`src/rtl/irqc_pkg.sv`:
```
package irqc_pkg;
    localparam int DW = 32;

    typedef enum logic [2:0] {
        RA_STATUS = 3'd0,
        RA_PEND   = 3'd1,
        RA_ENABLE = 3'd2,
        RA_ACK    = 3'd3,
        RA_SETEN  = 3'd4,
        RA_CLREN  = 3'd5,
        RA_VECTOR = 3'd6,
        RA_MASTER = 3'd7
    } reg_addr_e;

    // master control: bit 0 drives the request, bit 1 lets inputs set status
    typedef struct packed {
        logic hw_on;
        logic run;
    } master_t;

    typedef struct packed {
        logic [DW-1:0] stat;
        logic [DW-1:0] en;
        master_t       mc;
    } ctrl_state_t;
endpackage

```
`src/rtl/irqc_sync.sv`:
```
module irqc_sync #(
    parameter int          N_SRC     = 32,
    parameter logic [31:0] EDGE_MASK = 32'h0000_FFFF
) (
    input  logic             clk,
    input  logic             rst_n,
    input  logic [N_SRC-1:0] raw_i,
    output logic [N_SRC-1:0] evt_o
);
    typedef struct packed {
        logic [N_SRC-1:0] s1;
        logic [N_SRC-1:0] s2;
        logic [N_SRC-1:0] prev;
    } sync_t;

    sync_t sync_d, sync_q;

    always_comb begin
        sync_d      = sync_q;
        sync_d.s1   = raw_i;
        sync_d.s2   = sync_q.s1;
        sync_d.prev = sync_q.s2;
    end

    always_ff @(posedge clk or negedge rst_n) begin
        if (!rst_n) sync_q <= '0;
        else        sync_q <= sync_d;
    end

    for (genvar i = 0; i < N_SRC; i++) begin : g_kind
        if (EDGE_MASK[i]) begin : g_edge
            assign evt_o[i] = sync_q.s2[i] & ~sync_q.prev[i];
        end else begin : g_level
            assign evt_o[i] = sync_q.s2[i];
        end
    end

    // an edge line cannot report an event on two consecutive cycles
    assert_edge_single_R9: assert property (@(posedge clk) disable iff (!rst_n)
        ((evt_o & EDGE_MASK[N_SRC-1:0]) != '0) |=>
        ((evt_o & $past(evt_o) & EDGE_MASK[N_SRC-1:0]) == '0));
endmodule

```
`src/rtl/irqc_prio.sv`:
```
module irqc_prio #(
    parameter int N_SRC = 32,
    parameter int DW    = 32
) (
    input  logic [N_SRC-1:0] req_i,
    output logic [DW-1:0]    vec_o
);
    always_comb begin
        vec_o = '1;
        for (int i = N_SRC - 1; i >= 0; i--) begin
            if (req_i[i]) vec_o = DW'(i);
        end
    end
endmodule

```
`src/rtl/irq_vector_ctrl.sv`:
```
module irq_vector_ctrl
    import irqc_pkg::*;
#(
    parameter int          N_SRC     = 32,
    parameter logic [31:0] EDGE_MASK = 32'h0000_FFFF
) (
    input  logic             clk,
    input  logic             rst_n,
    input  logic [N_SRC-1:0] irq_in,
    input  logic [2:0]       reg_addr,
    input  logic             reg_wr,
    input  logic [31:0]      wr_data,
    output logic [31:0]      rd_data,
    output logic             irq_req
);
    localparam logic [DW-1:0] VALID = (N_SRC >= DW) ? '1 : DW'((64'd1 << N_SRC) - 64'd1);
    localparam logic [DW-1:0] LVL   = ~EDGE_MASK & VALID;

    ctrl_state_t st_d, st_q;
    logic [N_SRC-1:0] evt;
    logic [DW-1:0]    evt_w;
    logic [DW-1:0]    hw_set;
    logic [DW-1:0]    pend;
    logic [DW-1:0]    vec;
    reg_addr_e        ra;

    irqc_sync #(.N_SRC(N_SRC), .EDGE_MASK(EDGE_MASK)) u_sync (
        .clk   (clk),
        .rst_n (rst_n),
        .raw_i (irq_in),
        .evt_o (evt)
    );

    assign evt_w  = DW'(evt);
    assign hw_set = st_q.mc.hw_on ? evt_w : '0;
    assign pend   = st_q.stat & st_q.en;
    assign ra     = reg_addr_e'(reg_addr);

    irqc_prio #(.N_SRC(N_SRC), .DW(DW)) u_prio (
        .req_i (pend[N_SRC-1:0]),
        .vec_o (vec)
    );

    always_comb begin
        logic [DW-1:0] sw_set;
        logic [DW-1:0] ack;
        st_d   = st_q;
        sw_set = '0;
        ack    = '0;
        if (reg_wr) begin
            unique case (ra)
                RA_STATUS: if (!st_q.mc.hw_on) sw_set = wr_data & VALID;
                RA_ENABLE: st_d.en = wr_data & VALID;
                RA_ACK:    ack = wr_data;
                RA_SETEN:  st_d.en = st_q.en | (wr_data & VALID);
                RA_CLREN:  st_d.en = st_q.en & ~wr_data;
                RA_MASTER: begin
                    st_d.mc.run   = wr_data[0];
                    st_d.mc.hw_on = st_q.mc.hw_on | wr_data[1];
                end
                default: ;
            endcase
        end
        st_d.stat = (st_q.stat & ~ack) | hw_set | sw_set;
    end

    always_ff @(posedge clk or negedge rst_n) begin
        if (!rst_n) st_q <= '0;
        else        st_q <= st_d;
    end

    always_comb begin
        unique case (ra)
            RA_STATUS: rd_data = st_q.stat;
            RA_PEND:   rd_data = pend;
            RA_ENABLE: rd_data = st_q.en;
            RA_VECTOR: rd_data = vec;
            RA_MASTER: rd_data = {30'd0, st_q.mc.hw_on, st_q.mc.run};
            default:   rd_data = '0;
        endcase
    end

    assign irq_req = st_q.mc.run & (|pend);

    assert_seten_R3: assert property (@(posedge clk) disable iff (!rst_n)
        (reg_wr && ra == RA_SETEN) |=> (st_q.en == ($past(st_q.en) | ($past(wr_data) & VALID))));

    assert_clren_R4: assert property (@(posedge clk) disable iff (!rst_n)
        (reg_wr && ra == RA_CLREN) |=> (st_q.en == ($past(st_q.en) & ~$past(wr_data))));

    assert_ack_R5: assert property (@(posedge clk) disable iff (!rst_n)
        (reg_wr && ra == RA_ACK) |=> ((st_q.stat & $past(wr_data) & ~$past(hw_set)) == '0));

    assert_vec_req_R8: assert property (@(posedge clk) disable iff (!rst_n)
        irq_req == (st_q.mc.run && vec != '1));

    assert_level_reset_R10: assert property (@(posedge clk) disable iff (!rst_n)
        st_q.mc.hw_on |=> ((st_q.stat & $past(evt_w & LVL)) == $past(evt_w & LVL)));

    assert_sw_blocked_R11: assert property (@(posedge clk) disable iff (!rst_n)
        st_q.mc.hw_on |=> ((st_q.stat & ~$past(st_q.stat) & ~$past(evt_w)) == '0));

    assert_hw_sticky_R12: assert property (@(posedge clk) disable iff (!rst_n)
        st_q.mc.hw_on |=> st_q.mc.hw_on);
endmodule

```
`config.mk`:
```
export PLATFORM = sky130hd
export DESIGN_NAME = irq_vector_ctrl
export DESIGN_NICKNAME = d
export VERILOG_FILES = /design/src/rtl/irqc_pkg.sv /design/src/rtl/irqc_sync.sv /design/src/rtl/irqc_prio.sv /design/src/rtl/irq_vector_ctrl.sv
export SDC_FILE = /design/constraint.sdc
export NUM_CORES = 1
export LEC_CHECK = 0
export BUFFER_PORTS_ARGS = -buffer_cell sky130_fd_sc_hd__buf_2
export CAP_MARGIN = 20
export CORE_ASPECT_RATIO = 0.6
export CORE_UTILIZATION = 45
export DETAILED_ROUTE_END_ITERATION = 12
export GPL_TIMING_DRIVEN = 0
export PLACE_DENSITY = 0.66
export SYNTH_ARGS = -nofsm -noshare
export SYNTH_HDL_FRONTEND = slang
export SYNTH_SLANG_ARGS = --single-unit
```
`constraint.sdc`:
```
create_clock -name clk -period 3.8 [get_ports clk]
set_clock_uncertainty 0.05 [all_clocks]
set_input_delay 0.57 -clock clk [delete_from_list [all_inputs] [get_ports clk]]
set_output_delay 0.57 -clock clk [all_outputs]
set_load 0.1 [all_outputs]
```
==> results of run 1 <==
-- kinds of logic after synthesis --
group | after synthesis | share of synthesized area
flops | 146 | 0.545
simple gates | 147 | 0.113
compound gates | 296 | 0.302
mux | 4 | 0.00616
buf+inv | 53 | 0.0329
-- metal layers --
layer	GRT usage	up-vias	share of wire
met5	0	-	0
met4	0.0865	0	0.012
met3	0.0717	26	0.11
met2	0.409	417	0.41
met1	0.439	3043	0.47
li1	-	2750	-
-- metrics by stage --
step                      setup slack [ns]  hold WS, ns
after detailed placement             0.681        0.285
after global placement              0.0359        0.282
after CTS                            0.361       0.0849
after floorplan                      0.349        0.224
after global routing                 0.195       0.0961
final                                0.312       0.0620
-- power breakdown --
part	switching, mW	internal (mW)
clock	0.697	1.11
sequential	0.116	1.67
combinational	0.640	0.246
-- worst max-delay path by stage --
stage,to,slack [ns],startpoint,depth (start not counted)
after floorplan,rd_data[4],0.35,reg_addr[0],5
after global placement,u_sync.sync_d[55]$_DFF_PN0_,0.04,rst_n,1
after detailed placement,rd_data[3],0.68,reg_addr[0],7
after CTS,rd_data[14],0.36,st_q[11]$_DFFE_PN0P_,7
after global routing,rd_data[15],0.19,st_q[11]$_DFFE_PN0P_,7
final,rd_data[15],0.31,st_q[19]$_DFFE_PN0P_,7
-- layout by cell type (no fill, tap or decap), drive strengths merged, types with 4 or more instances in the layout --
| cell | count |
|---|---|
| o211ai | 33 |
| dfrtp | 146 |
| clkinv | 5 |
| buf | 118 |
| bufinv | 4 |
| o21ai | 94 |
| a221oi | 36 |
| a21oi | 35 |
| nand3 | 5 |
| o22ai | 35 |
| nand2 | 77 |
| clkbuf | 51 |
| a32oi | 33 |
| a22oi | 12 |
| inv | 7 |
| nand2b | 31 |
| nand3b | 16 |
| nor2 | 6 |
-- cell type report --
class                           instances  share of cell area
Tap cell                              198              0.0305
Inverter                                3             0.00139
Timing Repair Buffer                  102              0.0664
Sequential cell                       146               0.450
Multi-Input combinational cell        447               0.349
Buffer                                 50              0.0257
Clock inverter                         14              0.0251
Clock buffer                           17              0.0524
-- worst register-to-register path: cells and delay by family, from the launching register on --
family	cells	cell delay, ns
flops	1	0.32
buf+inv	2	0.92
compound gates	1	0.20
simple gates	2	0.28
-- flip-flops by register name (all words and copies together), names as in the netlist --
signal         cells
st_q              66
u_sync.sync_d     48
u_sync.evt_o      16
u_sync.sync_q     16
==> flow_metrics.env, run 1 <==
export IMPL_die_x_microns=160
export IMPL_path_clk_slew_ns=0.06
export IMPL_via_per_inst=6.38
export IMPL_synth_edf_count=0
export IMPL_grt_max_degree=90
export IMPL_fin_area_sq_um=8130
export IMPL_p_leak_nw=3.36
export IMPL_root_buffer="clkbuf_16"
export IMPL_synth_ff_latch_count=146
export IMPL_ctsResizeCount=0
export IMPL_grt_pass1_vias=5842
export IMPL_outcome="completed"
export IMPL_cp_num_buf_inv=2
export IMPL_r2r_start="st_q[1]$_DFFE_PN0P_"
export IMPL_r2r_end="st_q[59]$_DFF_PN0_"
export IMPL_cts_tree="yes"
export IMPL_yosys_area_top_type_share=0.545
export IMPL_ff2ff_path_depth=5
export IMPL_core_area_sq_um=14500
export IMPL_criticalPathCategory="register to output port"
export IMPL_crit_path_end_kind="output port"
export IMPL_ir_drop_mv=0.259
export IMPL_synth_area_per_cell_sq_um=10.4
export IMPL_synth_cell_types=47
export IMPL_pwr_density_cell_nw_per_um2=551
export IMPL_initial_core_util=0.462
export IMPL_dr_total_vias=6236
export IMPL_hold_buffers=0
export IMPL_critPathLaunchType="register"
export IMPL_cp_cell_sequence="a22oi_1 -> nand4_1 -> nor4_4 -> nand2b_4 -> buf_6 -> o21ai_1 -> buf_2"
export IMPL_maxCapViolations=0
export IMPL_crit_path_max_fanout=10
export IMPL_finalSetupViolations=0
export IMPL_finalMaxSlewViolations=0
export IMPL_rsz0062_at_grt="no"
export IMPL_cp_top_family="simple AND/OR/NAND/NOR gates"
export IMPL_synth_area_top_cells="dfrtp_1 55%, o21ai_0 6.0%, a221oi_1 4.7%"
export IMPL_seq_area_sq_um=3650
export IMPL_clk_insertion_delay_late_ns=0.41
export IMPL_final_cells=977
export IMPL_grt_pass1_wl_microns=33400
export IMPL_synth_commonest_cells="146 x dfrtp_1, 80 x o21ai_0, 77 x nand2_1"
export IMPL_p_total_mw=4.47
export IMPL_rows=34
export IMPL_hold_viol=0
export IMPL_grt_use_total=0.291
export IMPL_first_pass_iters=5
export IMPL_ys_seq_area_frac=0.545
export IMPL_ios=103
export IMPL_nNetsFinal=837
export IMPL_ys_flop_type="dfrtp_1"
export IMPL_synth_top_area_cell="dfrtp_1"
export IMPL_worst_pin_slew_ns=0.844
export IMPL_antenna_found_initial=0
export IMPL_port_buffers=101
export IMPL_grt_ovfl_total=0
export IMPL_h_tree_depth=4
export IMPL_slowest_delay_ns=0.47
export IMPL_synthCells=646
export IMPL_post_drt_wl_per_cell_microns=22.1
export IMPL_numCtsBuffers=17
export IMPL_cts_path_max_buffers=2
export IMPL_syn_area_sq_um=6700
export IMPL_ant_nets=0
export IMPL_yosysWarningCount=0
export IMPL_worstPathArrival_ns=2.87
export IMPL_synth_most_common_cell="dfrtp_1"
export IMPL_place_area_sq_um=7500
export IMPL_multi_input_area_sq_um=2840
export IMPL_die_y_microns=96.5
export IMPL_syn_to_final_growth_pct=21.2
export IMPL_min_period_over_period=0.918
export IMPL_relSlewSlack=0.438
export IMPL_hp_class="input pin to asynchronous set/reset pin"
export IMPL_async_reset_ff_frac=1.00
export IMPL_reg2reg_slack_ns=1.88
export IMPL_period_needed_ns=3.49
export IMPL_cts_setup_buffers=0
export IMPL_final_layout_size_suffix_gt1_frac=0.208
export IMPL_setup_tns_final_ns=0
export IMPL_n_fill_cell=1293
export IMPL_fin_util=0.560
export IMPL_syn_nets=716
export IMPL_route_detailed_drc=0
export IMPL_dp_hpwl_microns=15100
export IMPL_wirelength_microns=21600
export IMPL_gp_congestion=0.924
export IMPL_fmax_ghz=0.287
export IMPL_dieArea_sq_um=15400
export IMPL_critical_path_slowest_cell="buf_2"
export IMPL_first_iter_violations=785
export IMPL_critPathRequiredTime_ns=3.18
export IMPL_cts_sinks=146
export IMPL_dp_cells=946
export IMPL_antenna_cells=0
Note: power is estimated with default switching activity, not from simulation.
==> run 2: changes to the inputs <==
Settings changed: CELL_PAD_IN_SITES_DETAIL_PLACEMENT set to 1, CELL_PAD_IN_SITES_GLOBAL_PLACEMENT set to 2, CORE_UTILIZATION 45 to 39, PLACE_DENSITY 0.66 to unset, PLACE_DENSITY_LB_ADDON set to 0.1, SYNTH_HIERARCHICAL set to 1.
==> run 2 against run 1 <==
  * Critical path depth is 3 higher
  * Power is 6.6% higher
  * Fmax is 5.9% lower
  * Sequential power hardly changed
  * First-iteration DRC count is 40% lower
  * Worst setup slack worse by 0.22 ns
  * Cell area is 17% higher
  * Clock power is 2% higher
  * Worst hold slack better by 0.0077 ns
  * Cell count is 23% higher
  * Die area is 32% higher
  * Non-clock buffer count is 51 higher
==> flow_metrics.env, run 2 <==
export IMPL_crit_path_max_fanout=5
export IMPL_min_period_over_period=0.976
export IMPL_core_area_sq_um=19200
export IMPL_top_register="st_q"
export IMPL_synth_area_per_cell_sq_um=9.61
export IMPL_final_common_cell="dfrtp_1"
export IMPL_syn_to_final_growth_pct=24.0
export IMPL_critPathLaunchType="register"
export IMPL_path_clk_slew_ns=0.06
export IMPL_nNetsFinal=995
export IMPL_crit_path_end_kind="output port"
export IMPL_ir_drop_mv=0.327
export IMPL_yosysWarningCount=6
export IMPL_cts_path_max_buffers=2
export IMPL_gp_congestion=0.835
export IMPL_dr_total_vias=7002
export IMPL_finalMaxSlewViolations=0
export IMPL_endpoint="rd_data[0]"
export IMPL_outcome="completed"
export IMPL_synth_most_common_cell="dfrtp_1"
export IMPL_synthCells=801
export IMPL_grt_use_total=0.272
export IMPL_antenna_found_initial=0
export IMPL_finalSetupViolations=0
export IMPL_final_cells=1201
export IMPL_syn_nets=871
export IMPL_relSlewSlack=0.447
export IMPL_setup_tns_final_ns=0
export IMPL_synth_top_area_cell="dfrtp_1"
export IMPL_first_pass_iters=5
export IMPL_post_drt_wl_per_cell_microns=22.1
export IMPL_hold_viol=0
export IMPL_hold_buffers=0
export IMPL_cts_sinks=146
export IMPL_die_x_microns=183
export IMPL_dp_cells=1168
export IMPL_reg2reg_slack_ns=2.05
export IMPL_worst_pin_slew_ns=0.830
export IMPL_rows=39
export IMPL_async_reset_ff_frac=1.00
export IMPL_clk_insertion_delay_late_ns=0.45
export IMPL_initial_core_util=0.401
export IMPL_numCtsBuffers=17
export IMPL_antenna_cells=0
export IMPL_ant_nets=0
export IMPL_maxCapViolations=0
export IMPL_port_buffers=100
export IMPL_route_detailed_drc=0
export IMPL_worstPathArrival_ns=3.09
export IMPL_synth_commonest_cells="146 x dfrtp_1, 104 x nand2_1, 100 x a21oi_1"
export IMPL_cts_tree="yes"
export IMPL_dp_hpwl_microns=18600
export IMPL_root_buffer="clkbuf_16"
export IMPL_ff2ff_path_depth=4
export IMPL_p_leak_nw=4.28
export IMPL_r2r_start="st_q[1]$_DFFE_PN0P_"
export IMPL_yosys_area_top_type_share=0.475
export IMPL_criticalPathCategory="register to output port"
export IMPL_grt_pass1_vias=7449
export IMPL_ys_flop_type="dfrtp_1"
export IMPL_dieArea_sq_um=20300
export IMPL_synth_area_top_cells="dfrtp_1 47%, o221ai_1 7.4%, a21oi_1 6.5%"
export IMPL_ys_seq_area_frac=0.475
export IMPL_critPathLaunch="st_q[21]$_DFFE_PN0P_"
export IMPL_r2r_end="st_q[53]$_DFF_PN0_"
export IMPL_h_tree_depth=4
export IMPL_pwr_density_cell_nw_per_um2=500
export IMPL_p_total_mw=4.77
export IMPL_critPathRequiredTime_ns=3.18
export IMPL_synth_cell_types=48
export IMPL_grt_ovfl_total=0
export IMPL_largest_reg_flops=66
export IMPL_ios=103
export IMPL_hp_class="input pin to asynchronous set/reset pin"
export IMPL_grt_pass1_wl_microns=41800
export IMPL_synth_edf_count=0
export IMPL_fmax_ghz=0.270
export IMPL_die_y_microns=111
export IMPL_period_needed_ns=3.71
export IMPL_syn_area_sq_um=7700
export IMPL_grt_max_degree=80
export IMPL_final_layout_size_suffix_gt1_frac=0.288
export IMPL_synth_ff_latch_count=146
export IMPL_first_iter_violations=468
export IMPL_via_per_inst=5.83
export IMPL_wirelength_microns=26600
export IMPL_rsz0062_at_grt="no"
export IMPL_layout_common_cells="146 x dfrtp_1, 103 x nand2_1, 99 x a21oi_1"
==> run 2: changes by cell type in the layout (fill, tap and decap cells not counted), moves of 32 or more <==
cell,before,now
nor2_1,6,47
inv_1,3,37
a32oi_1,33,0
buf_4,0,65
o221ai_1,0,65
a21oi_1,35,99
a221oi_1,36,0
o21ai_0,67,35
==> run 2: final cells by class <==
class,count,area (sq um)
Buffer,99,562
Clock buffer,19,443
Clock inverter,10,185
Fill cell,2167,9630
Inverter,39,146
Multi-Input combinational cell,518,3550
Sequential cell,146,3650
Tap cell,266,333
Timing Repair Buffer,104,672
==> run 2: worst min-delay path by stage <==
stage / start / end / depth (start not counted)
after floorplan: rst_n / st_q[0]$_DFFE_PN0P_ / 0
after global placement: u_sync/sync_d[57]$_DFF_PN0_ / u_sync/evt_o[25]$_DFF_PN0_ / 0
after detailed placement: u_sync/sync_d[54]$_DFF_PN0_ / u_sync/evt_o[22]$_DFF_PN0_ / 0
after CTS: rst_n / u_sync/sync_q[7]$_DFF_PN0_ / 1
after global routing: rst_n / u_sync/sync_q[7]$_DFF_PN0_ / 1
final: rst_n / u_sync/sync_d[7]$_DFF_PN0_ / 1
==> run 2: cells by family (layout without fill, tap and decap cells) <==
group                  after synthesis  count (layout)  share of synthesized area
buffers and inverters              138             271                     0.0920
DFF                                146             146                      0.475
muxes                               33              33                     0.0432
AOI/OAI and AO/OA                  280             280                      0.256
and+or+nand+nor                    204             205                      0.134
==> run 2: metrics by stage <==
step | instance area [sq um] | setup slack (ns) | hold WS [ns] | util
global route | 9550 | 0.00445 | 0.128 | 0.498
global placement | 8680 | -0.436 | 0.282 | 0.453
detailed placement | 8710 | -0.463 | 0.286 | 0.454
finish | 9550 | 0.0921 | 0.0697 | 0.498
floorplan | 7850 | -0.480 | 0.224 | -
CTS | 9460 | 0.00189 | 0.102 | 0.494
==> run 2: timing repair <==
| item | in CTS | in global routing |
|---|---|---|
| pin swaps | 1 | 1 |
| gates cloned | 1 | 0 |
| gates resized for setup | 33 | 18 |
| endpoints found under the setup margin | 27 | 29 |
| buffers inserted | 2 | 1 |
==> run 2: critical path, cell delays in order, from the launching register on <==
cell	delay, ns
dfrtp_1	0.42
nand2_1	0.16
inv_1	0.10
or3_1	0.39
a221o_1	0.29
a21oi_2	0.17
o311ai_0	0.21
mux2_2	0.31
a22oi_1	0.20
o21ai_1	0.11
buf_4	0.27
==> run 2: metal layers <==
layer,GRT usage,up-vias,routed length [microns]
met4,0.102,0,528
met2,0.401,251,11800
met1,0.390,3594,12700
li1,-,3113,-
met3,0.0604,44,1620
met5,0,-,0
==> run 2: power by group <==
group / leakage [nW] / total [mW] / internal (mW) / switching [mW]
registers: 1.70 / 1.75 / 1.66 / 0.0877
clock network: 0.293 / 1.85 / 1.17 / 0.679
logic: 2.29 / 1.17 / 0.387 / 0.788
total: 4.28 / 4.77 / 3.22 / 1.55
